File: src/rtl/bootld_pkg.sv
package bootld_pkg;
  localparam logic [15:0] TAG_WIDE    = 16'h10AA;
  localparam logic [15:0] TAG_BYTE_HI = 16'h0008;
  localparam logic [7:0]  TAG_BYTE_LO = 8'hAA;

  typedef enum logic [3:0] {
    S_IDLE, S_MODE, S_TAG, S_TAG2, S_CWAIT, S_CWCTL, S_CBANK,
    S_EPAGE, S_EADDR, S_SIZE, S_DPAGE, S_DADDR, S_COPY, S_DONE, S_ERR
  } ld_state_t;

  typedef enum logic [1:0] {
    F_IDLE, F_FIRST, F_SECOND
  } fetch_state_t;
endpackage

File: src/rtl/bootld_fetch.sv
module bootld_fetch
  import bootld_pkg::*;
#(
  parameter int AW = 16
) (
  input  logic          clk,
  input  logic          rst,
  input  logic          go,
  input  logic          single,
  input  logic          io,
  input  logic          byte_mode,
  input  logic          base_ld,
  input  logic [AW-1:0] base,
  output logic          mem_req,
  output logic          mem_io,
  output logic [AW-1:0] mem_addr,
  input  logic          mem_rvalid,
  input  logic [15:0]   mem_rdata,
  output logic          wvalid,
  output logic [15:0]   wdata,
  output logic          fidle
);
  localparam logic [AW-1:0] IO_MODE_ADDR = '1;

  fetch_state_t fst;
  logic [AW-1:0] ptr;
  logic [7:0]    hi_byte;
  logic          pair;

  assign fidle = (fst == F_IDLE);

  always_ff @(posedge clk) begin
    if (rst) begin
      fst      <= F_IDLE;
      mem_req  <= 1'b0;
      mem_io   <= 1'b0;
      mem_addr <= '0;
      ptr      <= '0;
      hi_byte  <= '0;
      pair     <= 1'b0;
      wvalid   <= 1'b0;
      wdata    <= '0;
    end else begin
      wvalid <= 1'b0;
      case (fst)
        F_IDLE: begin
          if (go) begin
            mem_req  <= 1'b1;
            mem_io   <= io;
            mem_addr <= io ? IO_MODE_ADDR : ptr;
            pair     <= byte_mode && !single && !io;
            fst      <= F_FIRST;
          end
        end
        F_FIRST: begin
          if (mem_rvalid) begin
            if (!mem_io) ptr <= ptr + 1'b1;
            if (pair) begin
              hi_byte  <= mem_rdata[7:0];
              mem_addr <= ptr + 1'b1;
              fst      <= F_SECOND;
            end else begin
              mem_req <= 1'b0;
              wvalid  <= 1'b1;
              wdata   <= mem_rdata;
              fst     <= F_IDLE;
            end
          end
        end
        F_SECOND: begin
          if (mem_rvalid) begin
            ptr     <= ptr + 1'b1;
            mem_req <= 1'b0;
            wvalid  <= 1'b1;
            wdata   <= {hi_byte, mem_rdata[7:0]};
            fst     <= F_IDLE;
          end
        end
        default: fst <= F_IDLE;
      endcase
      if (base_ld) ptr <= base;
    end
  end


  req_hold_chk: assert property (@(posedge clk) disable iff (rst)
    (mem_req && !mem_rvalid) |=> (mem_req && $stable(mem_addr) && $stable(mem_io)));
endmodule

File: src/rtl/bootld_seq.sv
module bootld_seq
  import bootld_pkg::*;
#(
  parameter int AW      = 16,
  parameter int XPW     = 7,
  parameter int WSW     = 3,
  parameter int WS_INIT = 7,
  localparam int PAW    = XPW + 16
) (
  input  logic           clk,
  input  logic           rst,
  input  logic           start,
  input  logic           wvalid,
  input  logic [15:0]    wdata,
  input  logic           fidle,
  output logic           go,
  output logic           single,
  output logic           io,
  output logic           byte_mode,
  output logic           base_ld,
  output logic [AW-1:0]  base,
  output logic [WSW-1:0] mem_wait,
  output logic           pm_we,
  output logic [PAW-1:0] pm_addr,
  output logic [15:0]    pm_wdata,
  output logic [15:0]    cfg_wait,
  output logic [15:0]    cfg_wctl,
  output logic [15:0]    cfg_bank,
  output logic           busy,
  output logic           done,
  output logic           error,
  output logic [PAW-1:0] entry
);
  localparam int BASE_SHIFT = AW - 6;

  ld_state_t      st;
  logic           pend;
  logic [15:0]    remain;
  logic [XPW-1:0] dst_page;
  logic [15:0]    dst_addr;
  logic           wants_word;

  assign busy = (st != S_IDLE) && (st != S_DONE) && (st != S_ERR);
  assign wants_word = busy;

  always_ff @(posedge clk) begin
    if (rst) begin
      st        <= S_IDLE;
      pend      <= 1'b0;
      go        <= 1'b0;
      single    <= 1'b0;
      io        <= 1'b0;
      byte_mode <= 1'b0;
      base_ld   <= 1'b0;
      base      <= '0;
      mem_wait  <= WSW'(WS_INIT);
      pm_we     <= 1'b0;
      pm_addr   <= '0;
      pm_wdata  <= '0;
      cfg_wait  <= '0;
      cfg_wctl  <= '0;
      cfg_bank  <= '0;
      done      <= 1'b0;
      error     <= 1'b0;
      entry     <= '0;
      remain    <= '0;
      dst_page  <= '0;
      dst_addr  <= '0;
    end else begin
      go      <= 1'b0;
      base_ld <= 1'b0;
      pm_we   <= 1'b0;

      if (wants_word && !pend && fidle) begin
        go     <= 1'b1;
        pend   <= 1'b1;
        io     <= (st == S_MODE);
        single <= (st == S_MODE) || (st == S_TAG) || (st == S_TAG2);
      end

      if (!busy) begin
        if (start) begin
          st        <= S_MODE;
          pend      <= 1'b0;
          done      <= 1'b0;
          error     <= 1'b0;
          byte_mode <= 1'b0;
          mem_wait  <= WSW'(WS_INIT);
        end
      end else if (wvalid) begin
        pend <= 1'b0;
        case (st)
          S_MODE: begin
            base    <= AW'(wdata[15:10]) << BASE_SHIFT;
            base_ld <= 1'b1;
            st      <= S_TAG;
          end
          S_TAG: begin
            if (wdata == TAG_WIDE) begin
              byte_mode <= 1'b0;
              st        <= S_CWAIT;
            end else if (wdata == TAG_BYTE_HI) begin
              st <= S_TAG2;
            end else begin
              error <= 1'b1;
              st    <= S_ERR;
            end
          end
          S_TAG2: begin
            if (wdata[7:0] == TAG_BYTE_LO) begin
              byte_mode <= 1'b1;
              st        <= S_CWAIT;
            end else begin
              error <= 1'b1;
              st    <= S_ERR;
            end
          end
          S_CWAIT: begin
            cfg_wait <= wdata;
            mem_wait <= wdata[WSW-1:0];
            st       <= S_CWCTL;
          end
          S_CWCTL: begin
            cfg_wctl <= wdata;
            st       <= S_CBANK;
          end
          S_CBANK: begin
            cfg_bank <= wdata;
            st       <= S_EPAGE;
          end
          S_EPAGE: begin
            entry[PAW-1:16] <= wdata[XPW-1:0];
            st              <= S_EADDR;
          end
          S_EADDR: begin
            entry[15:0] <= wdata;
            st          <= S_SIZE;
          end
          S_SIZE: begin
            if (wdata == 16'h0000) begin
              done <= 1'b1;
              st   <= S_DONE;
            end else begin
              remain <= wdata;
              st     <= S_DPAGE;
            end
          end
          S_DPAGE: begin
            dst_page <= wdata[XPW-1:0];
            st       <= S_DADDR;
          end
          S_DADDR: begin
            dst_addr <= wdata;
            st       <= S_COPY;
          end
          S_COPY: begin
            pm_we    <= 1'b1;
            pm_addr  <= {dst_page, dst_addr};
            pm_wdata <= wdata;
            dst_addr <= dst_addr + 16'd1;
            remain   <= remain - 16'd1;
            if (remain == 16'd1) st <= S_SIZE;
          end
          default: st <= S_IDLE;
        endcase
      end
    end
  end


  err_excl_chk: assert property (@(posedge clk) disable iff (rst)
    error |-> !done);


  err_sticky_chk: assert property (@(posedge clk) disable iff (rst)
    (error && !start) |=> error);


  entry_stable_chk: assert property (@(posedge clk) disable iff (rst)
    $rose(done) |-> $stable(entry));


  no_restart_chk: assert property (@(posedge clk) disable iff (rst)
    (busy && start && st != S_MODE) |=> (st != S_MODE));


  we_in_load_chk: assert property (@(posedge clk) disable iff (rst)
    pm_we |-> (busy && !done && !error));
endmodule

File: src/rtl/boot_table_loader.sv
module boot_table_loader
  import bootld_pkg::*;
#(
  parameter int AW      = 16,
  parameter int XPW     = 7,
  parameter int WSW     = 3,
  parameter int WS_INIT = 7,
  localparam int PAW    = XPW + 16
) (
  input  logic           clk,
  input  logic           rst,
  input  logic           start,
  output logic           mem_req,
  output logic           mem_io,
  output logic [AW-1:0]  mem_addr,
  output logic [WSW-1:0] mem_wait,
  input  logic           mem_rvalid,
  input  logic [15:0]    mem_rdata,
  output logic           pm_we,
  output logic [PAW-1:0] pm_addr,
  output logic [15:0]    pm_wdata,
  output logic [15:0]    cfg_wait,
  output logic [15:0]    cfg_wctl,
  output logic [15:0]    cfg_bank,
  output logic           busy,
  output logic           done,
  output logic           error,
  output logic [PAW-1:0] entry
);
  logic          go, single, io, byte_mode, base_ld, wvalid, fidle;
  logic [AW-1:0] base;
  logic [15:0]   wdata;

  bootld_fetch #(.AW(AW)) u_fetch (
    .clk(clk), .rst(rst), .go(go), .single(single), .io(io),
    .byte_mode(byte_mode), .base_ld(base_ld), .base(base),
    .mem_req(mem_req), .mem_io(mem_io), .mem_addr(mem_addr),
    .mem_rvalid(mem_rvalid), .mem_rdata(mem_rdata),
    .wvalid(wvalid), .wdata(wdata), .fidle(fidle)
  );

  bootld_seq #(.AW(AW), .XPW(XPW), .WSW(WSW), .WS_INIT(WS_INIT)) u_seq (
    .clk(clk), .rst(rst), .start(start), .wvalid(wvalid), .wdata(wdata),
    .fidle(fidle), .go(go), .single(single), .io(io), .byte_mode(byte_mode),
    .base_ld(base_ld), .base(base), .mem_wait(mem_wait),
    .pm_we(pm_we), .pm_addr(pm_addr), .pm_wdata(pm_wdata),
    .cfg_wait(cfg_wait), .cfg_wctl(cfg_wctl), .cfg_bank(cfg_bank),
    .busy(busy), .done(done), .error(error), .entry(entry)
  );


  idle_quiet_chk: assert property (@(posedge clk) disable iff (rst)
    !busy |-> (!mem_req && !pm_we));
endmodule

File: config.mk
export PLATFORM = sky130hd
export DESIGN_NAME = boot_table_loader
export DESIGN_NICKNAME = d
export VERILOG_FILES = /design/src/rtl/bootld_pkg.sv /design/src/rtl/bootld_fetch.sv /design/src/rtl/bootld_seq.sv /design/src/rtl/boot_table_loader.sv
export SDC_FILE = /design/constraint.sdc
export NUM_CORES = 1
export LEC_CHECK = 0
export CORE_MARGIN = 4
export CORE_UTILIZATION = 29
export CTS_BUF_LIST = sky130_fd_sc_hd__clkbuf_2
export DETAILED_ROUTE_END_ITERATION = 10
export DONT_BUFFER_PORTS = 1
export GPL_TIMING_DRIVEN = 0
export PLACE_DENSITY_LB_ADDON = 0.05
export SLEW_MARGIN = 20
export SYNTH_ARGS = -nofsm -noshare
export SYNTH_HDL_FRONTEND = slang
export SYNTH_HIERARCHICAL = 1
export SYNTH_SLANG_ARGS = --single-unit
File: constraint.sdc
create_clock -name clk -period 4.27 [get_ports clk]
set_clock_uncertainty 0.1 [all_clocks]
set_input_delay 0.2135 -clock clk [delete_from_list [all_inputs] [get_ports clk]]
set_output_delay 0.2135 -clock clk [all_outputs]
set_load 0.02 [all_outputs]
* Word level (Yosys, flattened, before mapping)
Cells that the tools add are included.
** Storage, ports and cells
- Flip-flop bits (word level) :: 233
- Bits in latches :: 0
- Memory bits (writable) :: 0
- Bits in read-only memories :: 0
- Output and inout port bits :: 135
- Word-level logic and storage cells :: 187
- Memories :: 0
** Operators by class
- Add/subtract/negate cells :: 3
- $mul :: 0
- Divide/modulo/power cells :: 0
- $lt $le $gt $ge :: 0
- Equal/unequal tests :: 40
- Shift-type cells :: 0
- Mux-type cells :: 67
- Bitwise operators :: 2
- Reductions and logical operators :: 44
** Operator list (number)
- $mux W16 :: 12
- $pmux W16 S2 :: 5
- $pmux W4 S12 :: 1
- $reduce_and A3 Y1 :: 13
- $add A16 B1 Y16 const B :: 2
- $mux W1 :: 28
- $mux W4 :: 7
- $ne A3 B3 Y1 const B :: 7
- $eq A4 B4 Y1 const B :: 5
- $reduce_and A4 Y1 :: 5
- $ne A2 B2 Y1 const B :: 9
- $eq A16 B1 Y1 const B :: 1
- $eq A16 B13 Y1 const B :: 1
- $eq A16 B4 Y1 const B :: 1
- $eq A4 B3 Y1 const B :: 4
- $logic_not A16 Y1 :: 1
- $sub A16 B1 Y16 const B :: 1
- $mux W3 :: 5
- $reduce_and A5 Y1 :: 2
- $reduce_bool A2 Y1 :: 5
- $ne A3 B2 Y1 const B :: 3
- $eq A4 B2 Y1 const B :: 2
- $eq A8 B8 Y1 const B :: 1
- $mux W2 :: 4
- other kinds (18) :: 31

* Logic depth before layout (Yosys ltp)
Gate-level depths: netlist (run 1).
- Word-level depth :: 8
- Depth in mapped cells :: 9
- Depth with buffers taken out :: 8

* By module
Netlist (run 1), hierarchy kept.
** Modules (own cells, without submodules)
- bootld_seq :: times used 1, cells an instance 947, area each 7259.5 um^2
- bootld_fetch :: times used 1, cells an instance 375, area each 3094.2 um^2

* Worst setup path before layout (run 1)
OpenSTA, ideal clock, no wires.
- Path kind :: register to register
- Start :: register u_fetch.wdata[11]
- End :: register u_seq.remain[15]
- Library setup time :: 128 ps
- Data arrival time :: 2313 ps
- Data required time :: 4042 ps
- Setup slack :: 1729 ps
- Cell stages (with the launch flop) :: 8
- Path buffers :: 2
- Cells stage by stage :: dfxtp_1 buf_6 or4_1 or4_4 o41a_1 buf_2 a22oi_1 nor2_1
** Between the ends
- Cells in the longest elaborated chain, start to end :: 3
** RTL lines
- from (decl) :: RTL line bootld_fetch.sv:20 : output logic [15:0] wdata,
- from (signal assigned) :: RTL line bootld_fetch.sv:65 : wdata <= mem_rdata;
- from (signal assigned) :: RTL line bootld_fetch.sv:75 : wdata <= {hi_byte, mem_rdata[7:0]};
- $logic_not A16 Y1 :: RTL line bootld_seq.sv:140 : if (wdata == 16'h0000) begin
- $ne A2 B2 Y1 (no line)
- $reduce_and A4 Y1 (no line)
- to (signal assigned) :: RTL line bootld_seq.sv:144 : remain <= wdata;
- to (signal assigned) :: RTL line bootld_seq.sv:161 : remain <= remain - 16'd1;
- to (decl) :: RTL line bootld_seq.sv:38 : logic [15:0] remain;
No other way between the ends.
A chain may end at the register's enable or synchronous reset.

* Worst setup path after layout (run 1)
- Start :: register u_fetch.fst[1]
- End :: register u_fetch.wdata[2]
** Between the ends
- Cells in the longest elaborated chain, start to end :: 3
- Elaborated cells between the ends (all ways) :: 8
- Those cells by class :: eq/ne (5); mux (1); reduce/logical (2)
** RTL lines
- from (decl) :: RTL line bootld_fetch.sv:25 : fetch_state_t fst;
- from (signal assigned) :: RTL line bootld_fetch.sv:34 : fst <= F_IDLE;
- from (signal assigned) :: RTL line bootld_fetch.sv:52 : fst <= F_FIRST;
- from (signal assigned) :: RTL line bootld_fetch.sv:61 : fst <= F_SECOND;
- $eq A2 B1 Y1 / $eq A2 B2 Y1 (equally long branches) :: RTL line bootld_fetch.sv:45 : case (fst)
- $ne A2 B2 Y1 (no line) / $reduce_bool A2 Y1 (equally long branches)
- $reduce_and A4 Y1 (no line)
Several ways; a longest one is shown, not always the timed one.

==> out/metrics.csv, run 1 <==
stage,metric,value,unit
sta,setup_viol,0,
cts,cts_tree,built,
floorplan,die_h,197,um
floorplan,die-area,38800,um^2
global_routing,grt_first_pass_wirelength,59200,um
sta,tns,0,ns
sta,drv_slew,0,
logic_synthesis,synth_top_cells_by_area,"dfxtp_1 (45%), nand2_1 (11%), a21oi_1 (7.8%), nor2_1 (4.6%), mux2i_1 (3.5%)",
flow_run,maxCapViolCount,0,
logic_synthesis,yosys_warnings,6,
worst_setup_path,r2r_cells,10,
global_routing,grt_use_met1,26.5,%
logic_synthesis,synth-seq-cells,233,
logic_synthesis,synth_edf_count,0,
final_layout,nets,1481,
global_routing,use_met3,5.69,%
global_routing,use_met2,30.8,%
logic_synthesis,synth_seq_area_share,45.1,%
logic_synthesis,synth-main-ff-cell,dfxtp_1,
sta,whs,0.157,ns
logic_synthesis,syn_inst,1322,
logic_synthesis,synth_top_area_share,45.1,%
drt,wire_per_inst,20.0,um
sta,period_share,82.9,%
sta,period_needed,3.54,ns
floorplan,ios,155,
pwr,seqPwrFrac,45.9,%
global_routing,grt_max_degree,11,
cts,cts.path.max_buffers,3,
worst_setup_path,cp_max_fo,10,
cts,clock-sinks,233,
cts,htreeDepth,3,
global_routing,busiest_layer,met2,
drt,finalWirelength,39200,um
floorplan,coreArea,34900,um^2
worst_hold_path,whs_path_depth,4,
place,gp_congestion,0.841,
worst_setup_path,end_kind,register,
place,dp_hpwl,26700,um
sta,slew_headroom,25.3,%
global_routing,grt.overflow.total,0,
worst_setup_path,setup.worst_path.start_class,register,
global_routing,grt_use_total,19.7,%
sta,timing.fmax,283,MHz
pwr,vdd_drop_max,0.205,mV
sta,hold_viol_final,0,
drt,drt_iter0_drc,693,
pwr,combPwrFrac,22.5,%
sta,tightest_slew,1.12,ns
run_status,status,finished clean,
floorplan,row_count,68,
logic_synthesis,avgSynthCellArea,7.83,um^2
pwr,p_switching,1980,uW
cts,clk_pin_slew_worst_paths,0.12,ns
drt,viasPerCell,5.08,
place,io_buffers,0,
pwr,p_clk_share,31.7,%
final_layout,final_layout_size_suffix_gt1_share,10.1,%
worst_setup_path,crit_arrival,4.32,ns
global_routing,antenna_found_initial,3,
drt,ant_nets,0,
worst_setup_path,cp.required,5.06,ns
logic_synthesis,async_flop_share,0,%
pwr,switching_share,37.4,%
drt,drt_pass1_iterations,5,
cts,root_buffer,clkbuf_2,
logic_synthesis,yosysTopAreaCell,dfxtp_1,
pwr,p_int,3310,uW
logic_synthesis,synth_most_common_cell,nand2_1,
floorplan,die_w,197,um
final_layout,nFillCells,3871,
logic_synthesis,syn_area,10400,um^2
drt,drc,0,
cts,cts_buffers,70,
worst_setup_path,worstSetupPathType,reg2reg,
worst_hold_path,worstHoldPathType,in2reg,
global_routing,grt_pass1_vias,9581,
floorplan,start_util,29.7,%
logic_synthesis,yosysUniqueCellTypes,78,
cts,postCtsResizedCells,0,
drt,vias,9961,
logic_synthesis,synth_common_cells,"nand2_1 (306), dfxtp_1 (233), a21oi_1 (161)",
pwr,p_per_area,438,nW/um^2
cts,clk_latency,0.93,ns
sta,rsz0062_at_grt,no,
final_layout,synthToLayoutAreaGrowth,16.6,%
pwr,p_leak,0.00408,uW
cells in the final DEF, fill, tap and decap left out, types with 6 or more instances in the layout:
cell / count
nand2_1: 306
dfxtp_1: 233
a21oi_1: 161
nor2_1: 126
clkbuf_2: 106
clkbuf_1: 81
o21ai_0: 50
dlygate4sd3_1: 49
mux2i_1: 36
nand3_1: 25
or3_1: 24
a211oi_1: 21
inv_1: 18
a22oi_1: 15
nor3_1: 14
clkinv_1: 13
buf_4: 12
a311oi_1: 12
nor4_1: 10
conb_1: 10
and3_1: 9
nor2b_1: 8
nand2b_1: 8
or4_1: 8
o31ai_1: 8
ha_1: 8
a31oi_1: 7
buf_2: 6
o211ai_1: 6
per-stage QoR:
| step | cells | area [um^2] | setup slack [ns] | power, uW | utilization [%] |
|---|---|---|---|---|---|
| 6_report | 1960 | 12100 | 0.731 | 5290 | 34.6 |
| 3_3_place_gp | 1786 | 11000 | 1.04 | 3630 | 31.4 |
| 2_1_floorplan | 1331 | 10400 | 1.73 | 3220 | - |
| 3_5_place_dp | 1787 | 11000 | 1.06 | 3620 | 31.5 |
| 5_1_grt | 1960 | 12100 | 0.526 | 5630 | 34.6 |
| 4_1_cts | 1958 | 12100 | 0.754 | 5390 | 34.6 |
layout make-up:
| cell class | instances | area, um^2 | share of cell area [%] |
|---|---|---|---|
| multi-input combinational | 970 | 5150 | 42.7 |
| buffer | 110 | 514 | 4.26 |
| clock inverter | 19 | 82.6 | 0.684 |
| inverter | 18 | 67.6 | 0.560 |
| tap | 455 | 569 | 4.72 |
| timing repair buffer | 50 | 498 | 4.13 |
| clock buffer | 103 | 515 | 4.27 |
| antenna | 2 | 5.00 | 0.0415 |
| sequential | 233 | 4660 | 38.7 |
worst paths after layout:
check / start / to / slack (ns)
min reg2reg: u_fetch/wdata[4]$_SDFFE_PP0P_ / u_fetch/wdata[4]$_SDFFE_PP0P_ / 0.36
min: start / u_seq/pend$_SDFF_PP0_ / 0.16
max reg2reg: u_fetch/fst[1]$_SDFFE_PP0P_ / u_fetch/wdata[2]$_SDFFE_PP0P_ / 0.73
max: u_fetch/fst[1]$_SDFFE_PP0P_ / u_fetch/wdata[2]$_SDFFE_PP0P_ / 0.73
power by group through the flow:
stage	registers [uW]	clock network, uW	logic (uW)
floorplan	2440	0	780
global placement	2480	0	1150
detailed placement	2480	0	1150
CTS	2430	1780	1180
global route	2440	1890	1300
finish	2430	1670	1190
flip-flops by register name (all words and copies together) (netlist names), 2 cells and up:
| name | flops |
|---|---|
| u_fetch/fst | 2 |
| u_fetch/hi_byte | 8 |
| u_fetch/mem_addr | 16 |
| u_fetch/ptr | 16 |
| u_fetch/wdata | 16 |
| u_seq/base | 6 |
| u_seq/cfg_bank | 16 |
| u_seq/cfg_wait | 16 |
| u_seq/cfg_wctl | 16 |
| u_seq/dst_addr | 16 |
| u_seq/dst_page | 7 |
| u_seq/entry | 23 |
| u_seq/mem_wait | 3 |
| u_seq/pm_addr | 23 |
| u_seq/pm_wdata | 16 |
| u_seq/remain | 16 |
| u_seq/st | 4 |
worst max-delay path, cell delays in order, from the launching register on:
cell and delay, ns:
dfxtp_1 0.35, inv_1 0.10, ha_1 0.26, clkbuf_1 0.41
nor2b_1 0.26, o21a_1 0.28, clkbuf_1 0.40, nand2_1 0.10
dlygate4sd3_1 0.57, a21oi_1 0.12, dlygate4sd3_1 0.55
what timing repair did:
item / 4_1_cts / 5_1_grt
buffers inserted: 0 / 0
hold buffers: 49 / 0
endpoints found under the hold margin: 78 / 0
logic make-up (layout without fill, tap and decap cells):
group	count (synthesis)	after routing	synth area share, %
AND/OR/NAND/NOR	574	574	24.4
AO/OA/AOI/OAI	331	331	19.5
flip-flops	233	233	45.1
buffers and inverters	128	300	5.62
multiplexers	36	36	3.48
XOR/XNOR	10	10	0.846
adder cells (fa/ha/maj)	9	9	1.06
other	1	12	0.0362
layer usage:
metal / routed length (um) / up-vias / share of wire, %
met3: 2840 / 54 / 7.2
li1: - / 4875 / -
met1: 17700 / 4733 / 45
met5: 0 / - / 0
met4: 712 / 0 / 1.8
met2: 17900 / 299 / 46
(Power assumes the default switching activity.)
==> run 2, diff against run 1 <==
==> constraint.sdc (replaced) <==
create_clock -name clk -period 3.1 [get_ports clk]
set_clock_uncertainty 0.1 [all_clocks]
set_input_delay 0.155 -clock clk [delete_from_list [all_inputs] [get_ports clk]]
set_output_delay 0.155 -clock clk [all_outputs]
set_load 0.02 [all_outputs]
==> run 2 against run 1 <==
  * Sequential power increased by 40%
  * Largest cell class unchanged
  * Setup slack worse by 0.57 ns
  * Flip-flop and latch count unchanged
==> out/metrics.csv, run 2 (same netlist as run 1, synthesis figures left out) <==
stage,metric,value,unit,change
flow_run,maxCapViolCount,0,,unchanged
pwr,vdd_drop_max,0.285,mV,+39%
place,gp_congestion,0.841,,unchanged
cts,cts_tree,built,,
floorplan,start_util,29.7,%,unchanged
final_layout,nets,1475,,-0.41%
worst_setup_path,end_kind,register,,
drt,drc,0,,unchanged
pwr,power,7290,uW,+38%
drt,drt_pass1_iterations,5,,unchanged
worst_setup_path,setup.worst_path.start_class,register,,
cts,clk_pin_slew_worst_paths,0.09,ns,-0.03 ns
final_layout,mostFrequentLayoutCell,nand2_1,,
final_layout,reg_top3,"u_seq/entry (23), u_seq/pm_addr (23)",,
global_routing,grt_pass1_vias,9556,,-0.26%
floorplan,row_count,68,,unchanged
pwr,p_leak,0.00408,uW,about the same
floorplan,die_h,197,um,unchanged
floorplan,die-area,38800,um^2,unchanged
drt,ant_nets,0,,unchanged
drt,drt_iter0_drc,719,,+3.8%
final_layout,synthToLayoutAreaGrowth,16.4,%,
worst_hold_path,worstHoldPathType,in2reg,,
place,dp_hpwl,26700,um,unchanged
sta,drv_slew,0,,unchanged
worst_setup_path,cp.required,3.72,ns,-1.34 ns
cts,clk_latency,0.92,ns,about the same
cts,clock-sinks,233,,unchanged
worst_setup_path,cp_max_fo,10,,unchanged
sta,final.setup.worst_slack,0.160,ns,-0.571 ns
final_layout,seq_area,4670,um^2,about the same
worst_setup_path,cp_top_family,simple AND/OR/NAND/NOR gates,,
global_routing,grt_first_pass_wirelength,59200,um,about the same
pwr,p_per_area,605,nW/um^2,+38%
drt,finalWirelength,39400,um,+0.37%
floorplan,coreArea,34900,um^2,unchanged
final_layout,final_cell_mix,"nand2_1 (306), dfxtp_1 (232), a21oi_1 (160)",,
final_layout,final_layout_size_suffix_gt1_share,10.5,%,+0.37 points
worst_setup_path,cp_common_cell,buf_2,,
worst_setup_path,worstSetupPathType,reg2reg,,
drt,viasPerCell,5.08,,about the same
worst_setup_path,critical_path.cell_chain,"buf_2, or4_1, or4_4, o41a_1, buf_2, a22oi_1, nor2_1",,
sta,timing.fmax,340,MHz,+20%
sta,setup_viol,0,,unchanged
global_routing,grt_max_degree,11,,unchanged
global_routing,grt_use_total,19.7,%,about the same
place,dp_slack,-0.105,ns,-1.17 ns
floorplan,die_w,197,um,unchanged
worst_setup_path,cp.buffers_inverters,2,,-3
worst_setup_path,crit_slowest_cell,or4_4,,
sta,slew_headroom,25.4,%,+0.075 points
final_layout,multiInputGateArea,5150,um^2,about the same
cts,post_cts_buffers,0,,unchanged
cts,htreeDepth,3,,unchanged
final_layout,nFillCells,3871,,unchanged
sta,tns,0,ns,unchanged
worst_setup_path,slowest_delay,0.57,ns,about the same
drt,wire_per_inst,20.1,um,+0.68%
floorplan,ios,155,,unchanged
sta,tightest_slew,1.12,ns,-0.00112 ns
cts,cts.path.max_buffers,3,,unchanged
global_routing,antenna_found_initial,3,,unchanged
sta,hold_viol_final,0,,unchanged
global_routing,grt.overflow.total,0,,unchanged
cts,cts_buffers,70,,unchanged
run_status,status,finished clean,,
sta,period_share,94.8,%,+12 points
cts,root_buffer,clkbuf_2,,
worst_setup_path,crit_arrival,3.56,ns,-0.76 ns
sta,period_needed,2.94,ns,-0.599 ns
drt,vias,9929,,-0.32%
sta,whs,0.194,ns,+0.0367 ns
place,io_buffers,0,,unchanged
[run 2: through the flow]
step                instances  cell area (um^2)  util [%]
finish                   1954             12000      34.5
global route             1954             12000      34.5
CTS                      1955             12000      34.5
detailed placement       1787             11000      31.5
global placement         1786             11000      31.4
floorplan                1331             10400         -
[run 2: cell type report]
class / instances / share of cell area [%]
plain buffers: 105 / 4.14
well taps: 455 / 4.73
repair buffers: 49 / 4.05
inverters: 18 / 0.561
multi-input cells: 970 / 42.8
flip-flops and latches: 233 / 38.7
diodes: 2 / 0.0415
clock buffers: 103 / 4.28
clock inverters: 19 / 0.685
[run 2: timing repair]
item | 4_1_cts | 5_1_grt
hold buffers | 48 | 0
resized for setup | 0 | 9
hold endpoints to repair | 79 | 0
endpoints found under the setup margin | 16 | 30
pin swaps | 0 | 1
[run 2: path summary, 6_finish.rpt]
| path | start | to | slack (ns) | depth (start not counted) |
|---|---|---|---|---|
| max reg2reg | u_fetch/wdata[13]$_SDFFE_PP0P_ | u_seq/remain[5]$_SDFFE_PP0P_ | 0.16 | 7 |
| min reg2reg | u_fetch/wdata[4]$_SDFFE_PP0P_ | u_fetch/wdata[4]$_SDFFE_PP0P_ | 0.36 | 2 |
| min | mem_rvalid | u_fetch/wvalid$_SDFF_PP0_ | 0.19 | 4 |
| max | u_fetch/wdata[13]$_SDFFE_PP0P_ | u_seq/remain[5]$_SDFFE_PP0P_ | 0.16 | 7 |
[run 2: power breakdown]
group	leakage [uW]	switching (uW)	internal, uW
clock	0.000461	1420	885
combinational	0.00174	1050	535
sequential	0.00188	260	3140
[run 2: layer usage]
layer	wire length (um)	vias up	GRT usage, %
li1	-	4860	-
met1	17900	4713	26.6
met2	17900	293	30.8
met3	2800	63	5.69
met4	728	0	5.50
met5	0	-	0
[run 2: worst register-to-register path: cells and delay by family, from the launching register on]
| family | cells | cell delay [ns] |
|---|---|---|
| simple gates | 3 | 1.19 |
| compound gates | 2 | 0.64 |
| buf+inv | 2 | 0.49 |
| flops | 1 | 0.32 |
==> run 3, diff against run 2 <==
--- a/config.mk
+++ b/config.mk
@@ -5,6 +5,7 @@
 export SDC_FILE = /design/constraint.sdc
 export NUM_CORES = 1
 export LEC_CHECK = 0
+export ABC_AREA = 1
 export CORE_MARGIN = 4
 export CORE_UTILIZATION = 29
 export CTS_BUF_LIST = sky130_fd_sc_hd__clkbuf_2
==> run 3 against run 2 <==
  * Register-to-register slack gained 0.15 ns
  * Core utilization shrank 0.090 points
  * Power grew 9.7%
  * Clock-buffer cell count shrank 9
  * Fmax grew 5.3%
  * Routed wire length grew 2.3%
  * Hold slack lost 0.076 ns
  * Clock power shrank 2%
  * Die area grew 2.3%
  * Largest cell class unchanged
==> out/metrics.csv, run 3 <==
stage,metric,value,unit,change
cts,cts.path.max_buffers,3,,unchanged
cts,cts_tree,built,,
final_layout,final_cell_mix,"nand2_1 (294), dfxtp_1 (233), nor2_1 (210)",,
worst_setup_path,critical_path.cell_chain,"inv_1, ha_1, buf_6, nand2_4, clkbuf_1, nand3_1, dlygate4sd3_1, a21oi_1, dlygate4sd3_1",,
drt,vias,10381,,+4.6%
global_routing,grt_max_degree,11,,unchanged
drt,drt_pass1_iterations,5,,unchanged
place,dp_cells,1971,,+10%
sta,period_needed,2.79,ns,-0.148 ns
final_layout,instances_no_fill,2139,,+9.5%
global_routing,grt_pass1_vias,10159,,+6.3%
sta,tightest_slew,1.04,ns,-0.0817 ns
worst_setup_path,cp_top_family,buffers and inverters,,
worst_setup_path,worstSetupPathType,reg2reg,,
logic_synthesis,syn_area,10600,um^2,+2.4%
sta,rsz0062_at_grt,no,,
logic_synthesis,synth_top_area_share,44.0,%,-1.1 points
logic_synthesis,yosysTopAreaCell,dfxtp_1,,
sta,hold_viol_final,0,,unchanged
logic_synthesis,yosys_warnings,6,,unchanged
drt,drc,0,,unchanged
logic_synthesis,avgSynthCellArea,7.06,um^2,-9.8%
drt,wire_per_inst,18.8,um,-6.6%
floorplan,die_h,199,um,+1.1%
logic_synthesis,synth_edf_count,0,,unchanged
global_routing,grt_use_total,19.9,%,+0.29 points
worst_hold_path,min_to,u_seq/done$_SDFFE_PP0P_,,
worst_setup_path,r2r_start,u_fetch/fst[1]$_SDFFE_PP0P_,,
cts,htreeDepth,3,,unchanged
pwr,p_leak,0.00506,uW,+24%
logic_synthesis,synth_most_common_cell,nand2_1,,
logic_synthesis,synth-seq-cells,233,,unchanged
sta,timing.fmax,358,MHz,+5.3%
sta,setup_viol,0,,unchanged
worst_hold_path,worstHoldPathType,in2reg,,
logic_synthesis,synth-main-ff-cell,dfxtp_1,,
worst_hold_path,whs_path_depth,4,,unchanged
final_layout,nets,1665,,+13%
sta,whs,0.118,ns,-0.0763 ns
final_layout,mostFrequentLayoutCell,nand2_1,,
worst_setup_path,crit_arrival,3.56,ns,about the same
worst_setup_path,end_kind,register,,
global_routing,grt_first_pass_wirelength,61100,um,+3.2%
pwr,vdd_drop_max,0.803,mV,+180%
final_layout,fin_area,12300,um^2,+2.4%
logic_synthesis,synth_top_cells_by_area,"dfxtp_1 (44%), nand2_1 (10%), nor2_1 (7.4%), a21oi_1 (7.3%), o21ai_0 (6.8%)",,
sta,drv_slew,0,,unchanged
worst_setup_path,reg2reg_setup_slack,0.31,ns,+0.15 ns
floorplan,row_count,69,,+1.5%
worst_setup_path,crit_slowest_cell,dlygate4sd3_1,,
pwr,p_per_area,648,nW/um^2,+7.1%
global_routing,antenna_found_initial,2,,-1
place,dp_slack,0.707,ns,+0.812 ns
logic_synthesis,yosysUniqueCellTypes,48,,-38%
worst_setup_path,worstReg2RegEnd,u_fetch/wdata[5]$_SDFFE_PP0P_,,
worst_setup_path,cp.buffers_inverters,5,,+3
floorplan,start_util,29.6,%,-0.088 points
drt,viasPerCell,4.85,,-4.5%
drt,ant_nets,0,,unchanged
logic_synthesis,synth_common_cells,"nand2_1 (294), dfxtp_1 (233), nor2_1 (210)",,
logic_synthesis,syn_inst,1501,,+14%
place,place_area,11200,um^2,+2.2%
flow_run,maxCapViolCount,0,,unchanged
worst_setup_path,r2r_cells,9,,+2
worst_setup_path,slowest_delay,0.57,ns,about the same
drt,finalWirelength,40300,um,+2.3%
cts,post_cts_buffers,0,,unchanged
cts,clock-sinks,233,,unchanged
worst_hold_path,hold_path.startpoint,start,,
sta,slew_headroom,30.9,%,+5.4 points
run_status,status,finished clean,,
cts,root_buffer,clkbuf_2,,
worst_setup_path,setup.worst_path.start_class,register,,
final_layout,final_layout_size_suffix_gt1_share,11.7,%,+1.2 points
floorplan,coreArea,35800,um^2,+2.7%
floorplan,ios,155,,unchanged
worst_setup_path,cp_max_fo,10,,unchanged
sta,final.setup.worst_slack,0.309,ns,+0.148 ns
final_layout,reg_top3,"u_seq/entry (23), u_seq/pm_addr (23)",,
logic_synthesis,async_flop_share,0,%,unchanged
global_routing,grt.overflow.total,0,,unchanged
cts,cts_buffers,69,,-1.4%
place,gp_congestion,0.901,,+7.1%
drt,drt_iter0_drc,579,,-19%
sta,period_share,90.0,%,-4.8 points
cts,clk_pin_slew_worst_paths,0.10,ns,about the same
place,io_buffers,0,,unchanged
worst_setup_path,cp.required,3.87,ns,+0.15 ns
floorplan,die_w,199,um,+1.1%
cts,clk_latency,0.93,ns,about the same
logic_synthesis,synth_seq_area_share,44.0,%,-1.1 points
floorplan,die-area,39700,um^2,+2.3%
sta,tns,0,ns,unchanged
worst_setup_path,cp_common_cell,dlygate4sd3_1,,
place,dp_hpwl,28200,um,+5.8%
final_layout,synthToLayoutAreaGrowth,16.4,%,about the same
==> run 3: cell types whose count changed in the layout (fill, tap and decap cells not counted), sizes merged, moves of 14 or more <==
| cell | delta |
|---|---|
| nand3 | +108 |
| inv | +101 |
| o21ai | +100 |
| nor2 | +93 |
| clkbuf | -47 |
| buf | +36 |
| mux2i | -36 |
| or3 | -25 |
| a211oi | -18 |
| a22oi | -14 |
==> run 3: through the flow <==
stage               util, %  total power [uW]
global placement       31.3              5740
CTS                    34.4              8150
floorplan                 -              4990
finish                 34.4              8000
detailed placement     31.3              5730
global route           34.4              8560
==> run 3: cell type report <==
class	instances	area [um^2]
multi-input combinational	1058	4990
clock buffer	94	470
buffer	100	533
sequential	233	4660
tap	461	577
timing repair buffer	56	561
antenna	4	10.0
clock inverter	14	87.6
inverter	119	452
fill	3967	23500
==> run 3: how the worst max path moves through the flow <==
stage / from / end / slack [ns] / depth (start not counted)
after floorplan: u_fetch/fst[0]$_SDFFE_PP0P_ / u_fetch/ptr[14]$_SDFFE_PP0P_ / 1.49 / 10
final: u_fetch/fst[1]$_SDFFE_PP0P_ / u_fetch/wdata[5]$_SDFFE_PP0P_ / 0.31 / 9
after detailed placement: u_fetch/wdata[2]$_SDFFE_PP0P_ / u_seq/remain[7]$_SDFFE_PP0P_ / 0.71 / 10
after global placement: u_fetch/wdata[2]$_SDFFE_PP0P_ / u_seq/remain[7]$_SDFFE_PP0P_ / 0.81 / 10
after global routing: u_fetch/fst[1]$_SDFFE_PP0P_ / u_fetch/wdata[7]$_SDFFE_PP0P_ / 0.13 / 9
after CTS: u_fetch/fst[1]$_SDFFE_PP0P_ / u_fetch/wdata[7]$_SDFFE_PP0P_ / 0.29 / 9
==> run 3: where the power goes <==
group | total (uW) | internal [uW] | switching, uW
logic | 2230 | 695 | 1540
clock network | 2250 | 890 | 1360
registers | 3510 | 3200 | 310
total | 8000 | 4790 | 3210
==> run 3: layer usage <==
layer	part of all wire (%)	vias to the layer above	wire length, um	GRT usage [%]
li1	-	5205	-	-
met1	47	4894	18900	27.3
met2	46	234	18600	31.6
met3	5.3	48	2150	4.75
met4	1.5	0	609	5.34
met5	0	-	0	0
==> run 3: cells by family (layout without fill, tap and decap cells) <==
family | after synthesis | in the layout | synth area share, %
and+or+nand+nor | 682 | 682 | 27.6
AOI/OAI and AO/OA | 346 | 346 | 17.2
DFF | 233 | 233 | 44.0
buffers and inverters | 219 | 383 | 9.29
xor gates and xnor gates | 12 | 12 | 0.991
adders and majority gates | 8 | 8 | 0.944
other | 1 | 14 | 0.0354
==> run 3: timing repair <==
item / 4_1_cts / 5_1_grt
resized for setup: 0 / 0
hold buffers: 56 / 0
endpoints found under the hold margin: 178 / 0
==> run 3: worst reg2reg max path, stage by stage (launching register included) <==
cell           delay (ns)
dfxtp_1              0.34
inv_1                0.08
ha_1                 0.19
buf_6                0.14
nand2_4              0.13
clkbuf_1             0.36
nand3_1              0.13
dlygate4sd3_1        0.57
a21oi_1              0.13
dlygate4sd3_1        0.55
